<file path="src/rtl/sic_pkg.sv">
package sic_pkg;
  localparam int ADDR_W = 3;

  typedef enum logic [ADDR_W-1:0] {
    A_EN_SET = 3'd0,
    A_EN_CLR = 3'd1,
    A_ROUTE  = 3'd2,
    A_RAW    = 3'd3,
    A_PEND   = 3'd4,
    A_NEXT   = 3'd5
  } sic_addr_e;
endpackage

</file>
<file path="src/rtl/sic_regs.sv">
module sic_regs
  import sic_pkg::*;
#(
  parameter int N        = 32,
  parameter int CASC_ONLY = 9
) (
  input  logic              clk,
  input  logic              rst_n,
  input  logic [N-1:0]      src_i,
  input  logic              wr_en,
  input  logic [ADDR_W-1:0] wr_addr,
  input  logic [N-1:0]      wr_data,
  output logic [N-1:0]      raw_q,
  output logic [N-1:0]      en_q,
  output logic [N-1:0]      route_q
);
  logic do_set, do_clr, do_route;
  assign do_set   = wr_en && (wr_addr == A_EN_SET);
  assign do_clr   = wr_en && (wr_addr == A_EN_CLR);
  assign do_route = wr_en && (wr_addr == A_ROUTE);

  always_ff @(posedge clk) begin
    if (!rst_n) begin
      raw_q <= '0;
      en_q  <= '0;
    end else begin
      raw_q <= src_i;
      if (do_set)      en_q <= en_q | wr_data;
      else if (do_clr) en_q <= en_q & ~wr_data;
    end
  end

  for (genvar b = 0; b < N; b++) begin : g_route
    if (b < CASC_ONLY) begin : g_fixed
      assign route_q[b] = 1'b0;
    end else begin : g_bit
      logic r_q;
      always_ff @(posedge clk) begin
        if (!rst_n)        r_q <= 1'b0;
        else if (do_route) r_q <= wr_data[b];
      end
      assign route_q[b] = r_q;
    end
  end

  p_raw_sample_r4: assert property (@(posedge clk) disable iff (!rst_n)
    rst_n && $past(rst_n) |-> raw_q == $past(src_i));
  p_set_r2: assert property (@(posedge clk) disable iff (!rst_n)
    do_set |=> (en_q & $past(wr_data)) == $past(wr_data));
  p_clr_r3: assert property (@(posedge clk) disable iff (!rst_n)
    do_clr |=> (en_q & $past(wr_data)) == '0);
  p_ro_ignored_r4: assert property (@(posedge clk) disable iff (!rst_n)
    (wr_en && wr_addr >= A_RAW) |=> $stable(en_q) && $stable(route_q));
endmodule

</file>
<file path="src/rtl/sic_route.sv">
module sic_route #(
  parameter int N    = 32,
  parameter int IDXW = $clog2(N)
) (
  input  logic [N-1:0]    raw_q,
  input  logic [N-1:0]    en_q,
  input  logic [N-1:0]    route_q,
  output logic [N-1:0]    pend,
  output logic [N-1:0]    direct,
  output logic            irq,
  output logic            next_vld,
  output logic [IDXW-1:0] next_idx
);
  function automatic logic [IDXW:0] lowest_set(input logic [N-1:0] v);
    logic [IDXW:0] r;
    r = '0;
    for (int i = N - 1; i >= 0; i--)
      if (v[i]) r = {1'b1, IDXW'(i)};
    return r;
  endfunction

  logic [IDXW:0] first;
  assign pend   = raw_q & en_q & ~route_q;
  assign direct = raw_q & route_q;
  assign irq    = |pend;
  assign first  = lowest_set(pend);
  assign next_vld = first[IDXW];
  assign next_idx = first[IDXW-1:0];
endmodule

</file>
<file path="src/rtl/sic_cascade.sv">
module sic_cascade
  import sic_pkg::*;
#(
  parameter int N         = 32,
  parameter int CASC_ONLY = 9
) (
  input  logic              clk,
  input  logic              rst_n,
  input  logic [N-1:0]      src_i,
  input  logic              wr_en,
  input  logic [ADDR_W-1:0] wr_addr,
  input  logic [N-1:0]      wr_data,
  input  logic [ADDR_W-1:0] rd_addr,
  output logic [N-1:0]      rd_data,
  output logic              cascade_irq_o,
  output logic [N-1:0]      direct_o
);
  localparam int IDXW = $clog2(N);

  logic [N-1:0]    raw_q, en_q, route_q, pend;
  logic            next_vld;
  logic [IDXW-1:0] next_idx;

  sic_regs #(.N(N), .CASC_ONLY(CASC_ONLY)) u_regs (
    .clk(clk), .rst_n(rst_n), .src_i(src_i),
    .wr_en(wr_en), .wr_addr(wr_addr), .wr_data(wr_data),
    .raw_q(raw_q), .en_q(en_q), .route_q(route_q)
  );

  sic_route #(.N(N), .IDXW(IDXW)) u_route (
    .raw_q(raw_q), .en_q(en_q), .route_q(route_q),
    .pend(pend), .direct(direct_o), .irq(cascade_irq_o),
    .next_vld(next_vld), .next_idx(next_idx)
  );

  always_comb begin
    rd_data = '0;
    case (rd_addr)
      A_EN_SET, A_EN_CLR: rd_data = en_q;
      A_ROUTE:            rd_data = route_q;
      A_RAW:              rd_data = raw_q;
      A_PEND:             rd_data = pend;
      A_NEXT: begin
        rd_data[N-1]      = next_vld;
        rd_data[IDXW-1:0] = next_idx;
      end
      default:            rd_data = '0;
    endcase
  end

  p_no_double_r7: assert property (@(posedge clk) disable iff (!rst_n)
    (direct_o & pend) == '0);
  p_fixed_cascade_r8: assert property (@(posedge clk) disable iff (!rst_n)
    direct_o[CASC_ONLY-1:0] == '0);
  p_next_pending_r9: assert property (@(posedge clk) disable iff (!rst_n)
    next_vld |-> pend[next_idx] && cascade_irq_o);
  p_irq_has_pend_r6: assert property (@(posedge clk) disable iff (!rst_n)
    cascade_irq_o |-> next_vld);
endmodule

</file>
<file path="config.mk">
export PLATFORM = sky130hd
export DESIGN_NAME = sic_cascade
export DESIGN_NICKNAME = d
export VERILOG_FILES = /design/src/rtl/sic_pkg.sv /design/src/rtl/sic_regs.sv /design/src/rtl/sic_route.sv /design/src/rtl/sic_cascade.sv
export SDC_FILE = /design/constraint.sdc
export NUM_CORES = 1
export LEC_CHECK = 0
export BUFFER_PORTS_ARGS = -buffer_cell sky130_fd_sc_hd__buf_4
export CAP_MARGIN = 40
export CORE_MARGIN = 4
export CORE_UTILIZATION = 30
export CTS_BUF_LIST = sky130_fd_sc_hd__clkbuf_4
export DETAILED_ROUTE_END_ITERATION = 10
export SLEW_MARGIN = 15
export SYNTH_ARGS = -nofsm -noshare
export SYNTH_HDL_FRONTEND = slang
export SYNTH_SLANG_ARGS = --single-unit
</file>
<file path="constraint.sdc">
create_clock -name clk -period 2.5 [get_ports clk]
set_clock_uncertainty 0.1 [all_clocks]
set_input_delay 0.25 -clock clk [delete_from_list [all_inputs] [get_ports clk]]
set_output_delay 0.25 -clock clk [all_outputs]
set_load 0.02 [all_outputs]
</file>
* Word-level counts from Yosys, hierarchy flattened
Cells that the tools add are included.
Word-level totals: input port bits 73, flip-flop bits (word level) 87, output and inout bits 65, logic and storage cells 84, ROM bits 0, bits in writable memories 0, memories kept 0, bits in latches 0
Cells by class: shift operators 0, mux-type cells 37, reduce and logical (&&, ||, !) cells 8, bitwise operators 7, eq/ne operators 7, multiply operators 0, add/subtract/negate cells 0, magnitude comparators 0, div/mod/pow operators 0
Operator list (count):
- two-way mux 6 bit | 32
- AND 32 bit | 4
- one-hot mux 26 bit (4 select lines) | 1
- two-way mux 32 bit | 2
- inverter 32 bit | 2
- bitwise OR 32 bit | 1
- OR reduction 32 bit | 1
- one-hot mux 5 bit (4 select lines) | 1
- equality test 3 x 2 -> 1 bit, second input constant | 3
- equality test 3 x 1 -> 1 bit, second input constant | 2
- equality test 3 bit, second input constant | 2
- logical NOT 3 bit | 2
- one-hot mux 1 bit (5 select lines) | 1
- logical AND 1 bit | 3
- nonzero test 2 bit | 1
- OR reduction 2 bit | 1

* Longest topological paths before layout
Gate-level depths: netlist of the first run.
depth in word-level cells 35, depth in mapped cells 6, gate-level depth less buffers 6

* By module
From an unflattened synthesis of the first run, not the netlist that was laid out.
Second synthesis, totals: cell total of the unflattened synthesis 608, area total of the unflattened synthesis 5401.4 µm²
By module, submodules not included:
- sic_regs | times used 1, sequential area each 1741.7 µm², area an instance 3592.2 µm², cells each 346
- sic_route | times used 1, sequential area each 0.0 µm², area an instance 932.1 µm², cells each 156
- sic_cascade | times used 1, sequential area each 0.0 µm², area an instance 877.1 µm², cells each 106

* Least setup slack after synthesis of the first run
No wires, ideal clock.
kind register -> output, start register u_regs.g_route[24].g_bit.r_q, end output port rd_data[31], setup slack 0.345 ns, cell stages (with the launch flop) 7, path buffers 0, arrival time 1.805 ns, data required time 2.150 ns, path through dfxtp_1 > and3b_1 > nand4bb_4 > nor4_2 > nand4_1 > a32oi_1 > o22ai_1
Between the ends: word-level cells in the longest chain between the ends 28
RTL lines:
- start, declared | line sic_regs.sv:37 | logic r_q;
- start signal, assigned | line sic_regs.sv:40 | else if (do_route) r_q <= wr_data[b];
- inverter 32 bit | line sic_route.sv:23 | assign pend = raw_q & en_q & ~route_q;
- AND 32 bit | line sic_route.sv:23
- two-way mux 6 bit (25 in series) | line sic_route.sv:18 | if (v[i]) r = {1'b1, IDXW'(i)};
- one-hot mux 1 bit (5 select lines) | line sic_cascade.sv:38 | case (rd_addr)
- end, declared | line sic_cascade.sv:14 | output logic [N-1:0] rd_data,
Every way passes these cells.

* Worst setup path in the final report of the first run
start register u_regs.g_route[30].g_bit.r_q, end output port rd_data[2]
Between the ends: word-level cells in the longest chain between the ends 34
RTL lines (line):
- start, declared | sic_regs.sv:37
- start signal, assigned | sic_regs.sv:40
- inverter 32 bit | sic_route.sv:23
- AND 32 bit | sic_route.sv:23
- two-way mux 6 bit (31 in series) | sic_route.sv:18
- one-hot mux 5 bit (4 select lines) | sic_cascade.sv:38
Every way passes these cells.

==> results.txt, run 1 <==
Status -> finished, violations left
Failing checks -> negative setup slack
Syn Area/Cell -> 8.13 um^2
Worst Max-Slew Pin Slew -> 0.648 ns
Main combinational cell family by area after synthesis -> simple AND/OR/NAND/NOR gates
Grt peak-use layer -> met2
Final worst slack -> -0.136 ns
CP endpoint kind -> primary output
Register-to-Register Path Depth -> 2
Post-Synth Simple-Gate Area -> 28.8%
Count leader, synth -> dfxtp_1
Hold Path Class -> in -> reg
Final min period -> 2.64 ns
Sequential cell area fraction in the yosys report -> 36.7%
Worst-path maximum fanout -> 3
Met1 Track Usage GR -> 23.5%
Mux cell area share after synthesis -> 4.85%
Die area -> 17900 um^2
Synthesized netlist cell count -> 584
Unrepaired setup endpoints after global routing -> true
Synth Register Bits -> 87
CTS sink count -> 87
Drt first pass iters -> 5
Post-route cell area -> 6940 um^2
Vias -> 5243
Antenna violations before repair -> 0
RePlAce Congestion -> 0.845
Area of the multi-input gates -> 2830 um^2
Total CTS buffers -> 9
Clk_lat worst skew -> 0.45 ns
Core area -> 15400 um^2
# diodes -> 0
Fin nets -> 857
Dominant cells by area after synthesis -> dfxtp_1 37%, and2_1 7.6%, a311oi_1 6.1%, a21oi_1 6.0%, nand2_1 5.3%
Met3 Resource Use GR -> 5.48%
Number of global-route vias before repair -> 5053
Post-synth EDFFs -> 0
Placed Area -> 5930 um^2
Die W -> 134 um
Reg area -> 1770 um^2
Setup Viol. Count Final -> 3
FP Rows -> 45
Clk buf depth -> 2
Area fraction in compound gates after synthesis -> 24.2%
Setup CP Type -> reg -> out
WP data required -> 2.15 ns
Fill cell count -> 1477
Grt total ovfl -> 0
Root buffer cell -> clkbuf_4
Synth warnings -> 0
Post-synth top cells -> 87 x dfxtp_1, 67 x nand2_1, 58 x and2_1
Hold Path Cell Cnt -> 3
Startpoint types -> flop
Relative slew slack -> 56.8%
Drt first-iter violations -> 322
Wire per inst -> 16.7 um
DPL Wire Length -> 11.2 mm
Worst Hold Path EP -> u_regs.raw_q[20]
M2 GR Usage -> 30.4%
FMAX -> 379 MHz
Worst VDD drop -> 234 uV
Post-Synth Adder-Cell Area -> 0%
Async SR Flop Fraction -> 0%
IO buf count -> 128
DRT antenna net count -> 0
Vias per inst -> 5.25
Drc violations -> 0
Yosys cell types -> 45
Layout cells sized above 1 -> 29.6%
Slew Viols, Final -> 0
Post-Syn Area -> 4750 um^2
Tot Pwr -> 0.00280 W
Final hold vios -> 0
Final wirelength -> 16.7 mm
Maximum number of pins on one net before global-route repair -> 65
CTS tree -> built
CTS H-tree lvls -> 3
Xor/xnor cell area share of the yosys netlist -> 0%
Leak -> 2.89 nW
Chip height -> 134 um
Leading area contributor after synthesis -> dfxtp_1
Area grow syn2layout -> 46.1%
Starting density of the core -> 30.9%
Max cap viols -> 0
CP arrival -> 2.29 ns
Fin crit share -> 105%
Flop2flop setup slack -> 1.58 ns
Cell Pwr Density -> 404 nW/um^2
Reg clk slew, reported paths -> 0.13 ns
Hold path start -> rst_n
# IOs -> 138
Ys flop type -> dfxtp_1
Wire length of the first global-routing pass -> 26.2 mm
Final Util -> 45.1%
Proportion of netlist area held by the largest area contributor -> 36.7%
Total GRT Usage -> 18.4%
-- critical path: stages (launching register included) --
cell and delay, ns:
dfxtp_2 0.35, and3b_2 0.22, nand4b_4 0.20, a41o_1 0.29, a41oi_2 0.15, o21ai_1 0.09, a221o_1 0.37, buf_6 0.15
-- power breakdown --
group	switching (W)	leakage, nW	total (W)	internal [W]
Sequential	0.0000496	0.722	0.00149	0.00144
Clock	0.000471	0.0599	0.000696	0.000225
Combinational	0.000304	2.11	0.000617	0.000312
-- how the worst max path moves through the flow --
| stage | from | endpoint | cells past startpoint |
|---|---|---|---|
| floorplan | u_regs.g_route[24].g_bit.r_q | rd_data[31] | 6 |
| global placement | u_regs.g_route[21].g_bit.r_q | rd_data[2] | 7 |
| detailed placement | u_regs.g_route[24].g_bit.r_q | rd_data[31] | 7 |
| CTS | u_regs.raw_q[20] | rd_data[31] | 8 |
| global route | u_regs.g_route[21].g_bit.r_q | rd_data[31] | 8 |
| finish | u_regs.g_route[30].g_bit.r_q | rd_data[2] | 7 |
-- logic make-up after synthesis --
kind of cell / after synthesis
mux: 23
compound gates: 172
buf+inv: 58
simple gates: 243
other cells: 1
flops: 87
-- layout make-up --
class                   instances  share of cell area [%]
clock buffers                  12                    1.30
inverters                      10                   0.541
repair buffers                229                    27.9
well taps                     211                    3.81
flip-flops and latches         87                    25.5
clock inverters                 3                   0.162
multi-input cells             447                    40.8
-- cells in the final DEF (no fill, tap or decap), drive strengths merged, types with 2 or more instances in the layout --
cell type,count
a22oi,2
nand3b,20
buf,165
nand3,10
nor4bb,2
a31oi,2
clkbuf,12
a31o,22
conb,9
nand4,6
and3b,7
mux2i,23
nand2,67
a32oi,3
inv,10
nor2,30
o21ai,37
dfxtp,87
clkinv,3
a221o,2
o211ai,3
and2,58
a311oi,33
dlygate4sd3,64
nand4bb,2
and3,3
nor3b,3
nor4,2
a32o,4
nor3,5
nand2b,26
a21oi,57
-- metal layers --
layer	vias to the layer above	share of wire [%]
met1	2491	43
met2	231	48
li1	2500	-
met4	0	1.6
met5	-	0
met3	21	7.7
-- timing repair --
action	CTS	global route
hold buffers	64	0
gates cloned	0	0
pin swaps	23	12
hold endpoints to repair	87	0
gates resized for setup	30	8
setup endpoints to repair	6	6
buffers inserted	19	4
-- metrics by stage --
stage          setup WS [ns]  hold WS [ns]  setup TNS (ns)  std cells
4_1_cts               -0.135         0.190          -0.363        995
2_1_floorplan          0.345         0.260               0        592
3_3_place_gp           0.296         0.360               0        896
3_5_place_dp           0.248         0.363               0        897
5_1_grt               -0.300         0.193           -1.25        999
6_report              -0.136         0.240          -0.264        999
Power figures use the tool's default switching activity.
==> run 2, diff against run 1 <==
--- a/config.mk
+++ b/config.mk
@@ -11,6 +11,7 @@
 export CORE_UTILIZATION = 30
 export CTS_BUF_LIST = sky130_fd_sc_hd__clkbuf_4
 export DETAILED_ROUTE_END_ITERATION = 10
+export PLACE_DENSITY = 0.57
 export SLEW_MARGIN = 15
 export SYNTH_ARGS = -nofsm -noshare
 export SYNTH_HDL_FRONTEND = slang
==> results.txt, run 2 (same netlist as run 1, synthesis figures left out) <==
CP endpoint kind -> primary output
Fin cells -> 996 (-0.30%)
RePlAce Congestion -> 0.818 (-3.2%)
Core area -> 15400 um^2 (unchanged)
Post-route cell area -> 6970 um^2 (+0.45%)
Grt total ovfl -> 0 (unchanged)
Wire per inst -> 16.9 um (+1.2%)
Clk_lat worst skew -> 0.46 ns (about the same)
Slowest stage delay, CP -> 0.36 ns (about the same)
CTS tree -> built
CTS H-tree lvls -> 3 (unchanged)
WP data required -> 2.15 ns (about the same)
Final hold vios -> 0 (unchanged)
Flop2flop setup slack -> 1.57 ns (about the same)
Maximum number of pins on one net before global-route repair -> 65 (unchanged)
Die area -> 17900 um^2 (unchanged)
Vias -> 5136 (-2.0%)
Total CTS buffers -> 9 (unchanged)
Layout cells sized above 1 -> 31.0% (+1.4 points)
# diodes -> 0 (unchanged)
Setup TNS -> -0.237 ns (+0.0264 ns)
DPL Wire Length -> 11.2 mm (-0.51%)
Slew Viols, Final -> 0 (unchanged)
CP most frequent cell -> nand4_1
Drt first pass iters -> 5 (unchanged)
Vias per inst -> 5.16 (-1.7%)
Clock network fraction of total power -> 27.9% (+3.1 points)
Max cap viols -> 0 (unchanged)
Relative slew slack -> 61.4% (+4.7 points)
Antenna violations before repair -> 0 (unchanged)
Cell Pwr Density -> 420 nW/um^2 (+3.8%)
Leak -> 2.89 nW (about the same)
Commonest non-fill, non-tap cell in the layout -> buf_4
Worst VDD drop -> 225 uV (-4.1%)
Setup Viol. Count Final -> 3 (unchanged)
Reg clk slew, reported paths -> 0.15 ns (+0.02 ns)
Most frequent cells in the layout -> 154 x buf_4, 67 x nand2_1, 64 x dlygate4sd3_1
Wire length of the first global-routing pass -> 26.3 mm (+0.19%)
Final min period -> 2.64 ns (+0.00297 ns)
Total GRT Usage -> 18.3% (-0.096 points)
# IOs -> 138 (unchanged)
Startpoint types -> flop
FMAX -> 379 MHz (-0.11%)
IO buf count -> 128 (unchanged)
Starting density of the core -> 30.9% (unchanged)
Worst path slowest cell -> dfxtp_2
Number of global-route vias before repair -> 5128 (+1.5%)
DRT antenna net count -> 0 (unchanged)
Chip height -> 134 um (unchanged)
Root buffer cell -> clkbuf_4
Seq pwr share -> 51.0% (-2.2 points)
Cell count after placement -> 895 (-0.22%)
Area grow syn2layout -> 46.7%
Clk buf depth -> 2 (unchanged)
Fin nets -> 853 (-0.47%)
CP arrival -> 2.29 ns (about the same)
P_int -> 0.00206 W (+4.3%)
Fin crit share -> 106% (+0.12 points)
Sw Share -> 29.4% (about the same)
CTS sink count -> 87 (unchanged)
Die W -> 134 um (unchanged)
P_sw -> 0.000859 W (+4.1%)
Drt first-iter violations -> 304 (-5.6%)
FP Rows -> 45 (unchanged)
Final wirelength -> 16.8 mm (+0.92%)
Drc violations -> 0 (unchanged)
Worst Max-Slew Pin Slew -> 0.577 ns (-0.0710 ns)
Comb power frac -> 21.0% (-1.0 points)
Hold Path Class -> in -> reg
Status -> finished, violations left
Final worst slack -> -0.139 ns (-0.00297 ns)
Worst-path maximum fanout -> 4 (+1)
Failing checks -> negative setup slack
Placed Area -> 5910 um^2 (-0.38%)
Unrepaired setup endpoints after global routing -> true
Setup CP Type -> reg -> out
CP Cell Sequence -> nand3b_1 -> nand4_1 -> buf_4 -> nor4_4 -> nand4_1 -> a32oi_2 -> o22ai_2 -> buf_6
[run 2: through the flow]
stage | hold slack [ns] | setup slack, ns | power [W] | utilization (%)
6_report | 0.114 | -0.139 | 0.00292 | 45.3
5_1_grt | 0.0958 | -0.297 | 0.00308 | 45.3
4_1_cts | 0.0909 | -0.187 | 0.00295 | 44.8
3_5_place_dp | 0.361 | 0.202 | 0.00202 | 38.4
3_3_place_gp | 0.358 | 0.300 | 0.00201 | 38.3
2_1_floorplan | 0.260 | 0.345 | 0.00180 | -
[run 2: path summary, 6_finish.rpt]
kind | start | endpoint | depth (start not counted)
worst max-delay path | u_regs.raw_q[21] | rd_data[31] | 8
worst min-delay path | rst_n | u_regs.raw_q[26] | 2
worst max register to register | flop | flop | 3
worst min register to register | u_regs.g_route[9].g_bit.r_q | u_regs.g_route[9].g_bit.r_q | 2
[run 2: critical path: cells and delay by family, from the launching register on]
kind            cells  cell delay [ns]
simple gates        4             0.73
compound gates      2             0.41
buf+inv             2             0.32
flops               1             0.36
[run 2: power by group through the flow]
stage          sequential (W)  clock, W  combinational [W]
2_1_floorplan         0.00151         0           0.000290
3_3_place_gp          0.00152         0           0.000491
3_5_place_dp          0.00152         0           0.000503
4_1_cts               0.00149  0.000862           0.000603
5_1_grt               0.00150  0.000909           0.000666
6_report              0.00149  0.000817           0.000614
[run 2: routing by layer]
metal  vias up  global-route usage, %  share of wire (%)
li1       2493                      -                  -
met1      2433                   23.2                 44
met2       188                   30.6                 48
met3        22                   4.01                6.2
met4         0                   6.46                2.0
met5         -                      0                  0
[run 2: layout make-up]
class	count	area, um^2
fill	1527	8400
multi-input combinational	447	2860
timing repair buffer	225	1890
sequential	87	1770
tap	211	264
clock buffer	10	75.1
clock inverter	6	61.3
inverter	10	37.5
[run 2: what timing repair did]
action	4_1_cts	5_1_grt
pin swaps	18	16
hold endpoints to repair	87	0
resized for setup	28	20
hold buffers	64	0
setup buffers	17	4
endpoints found under the setup margin	6	6
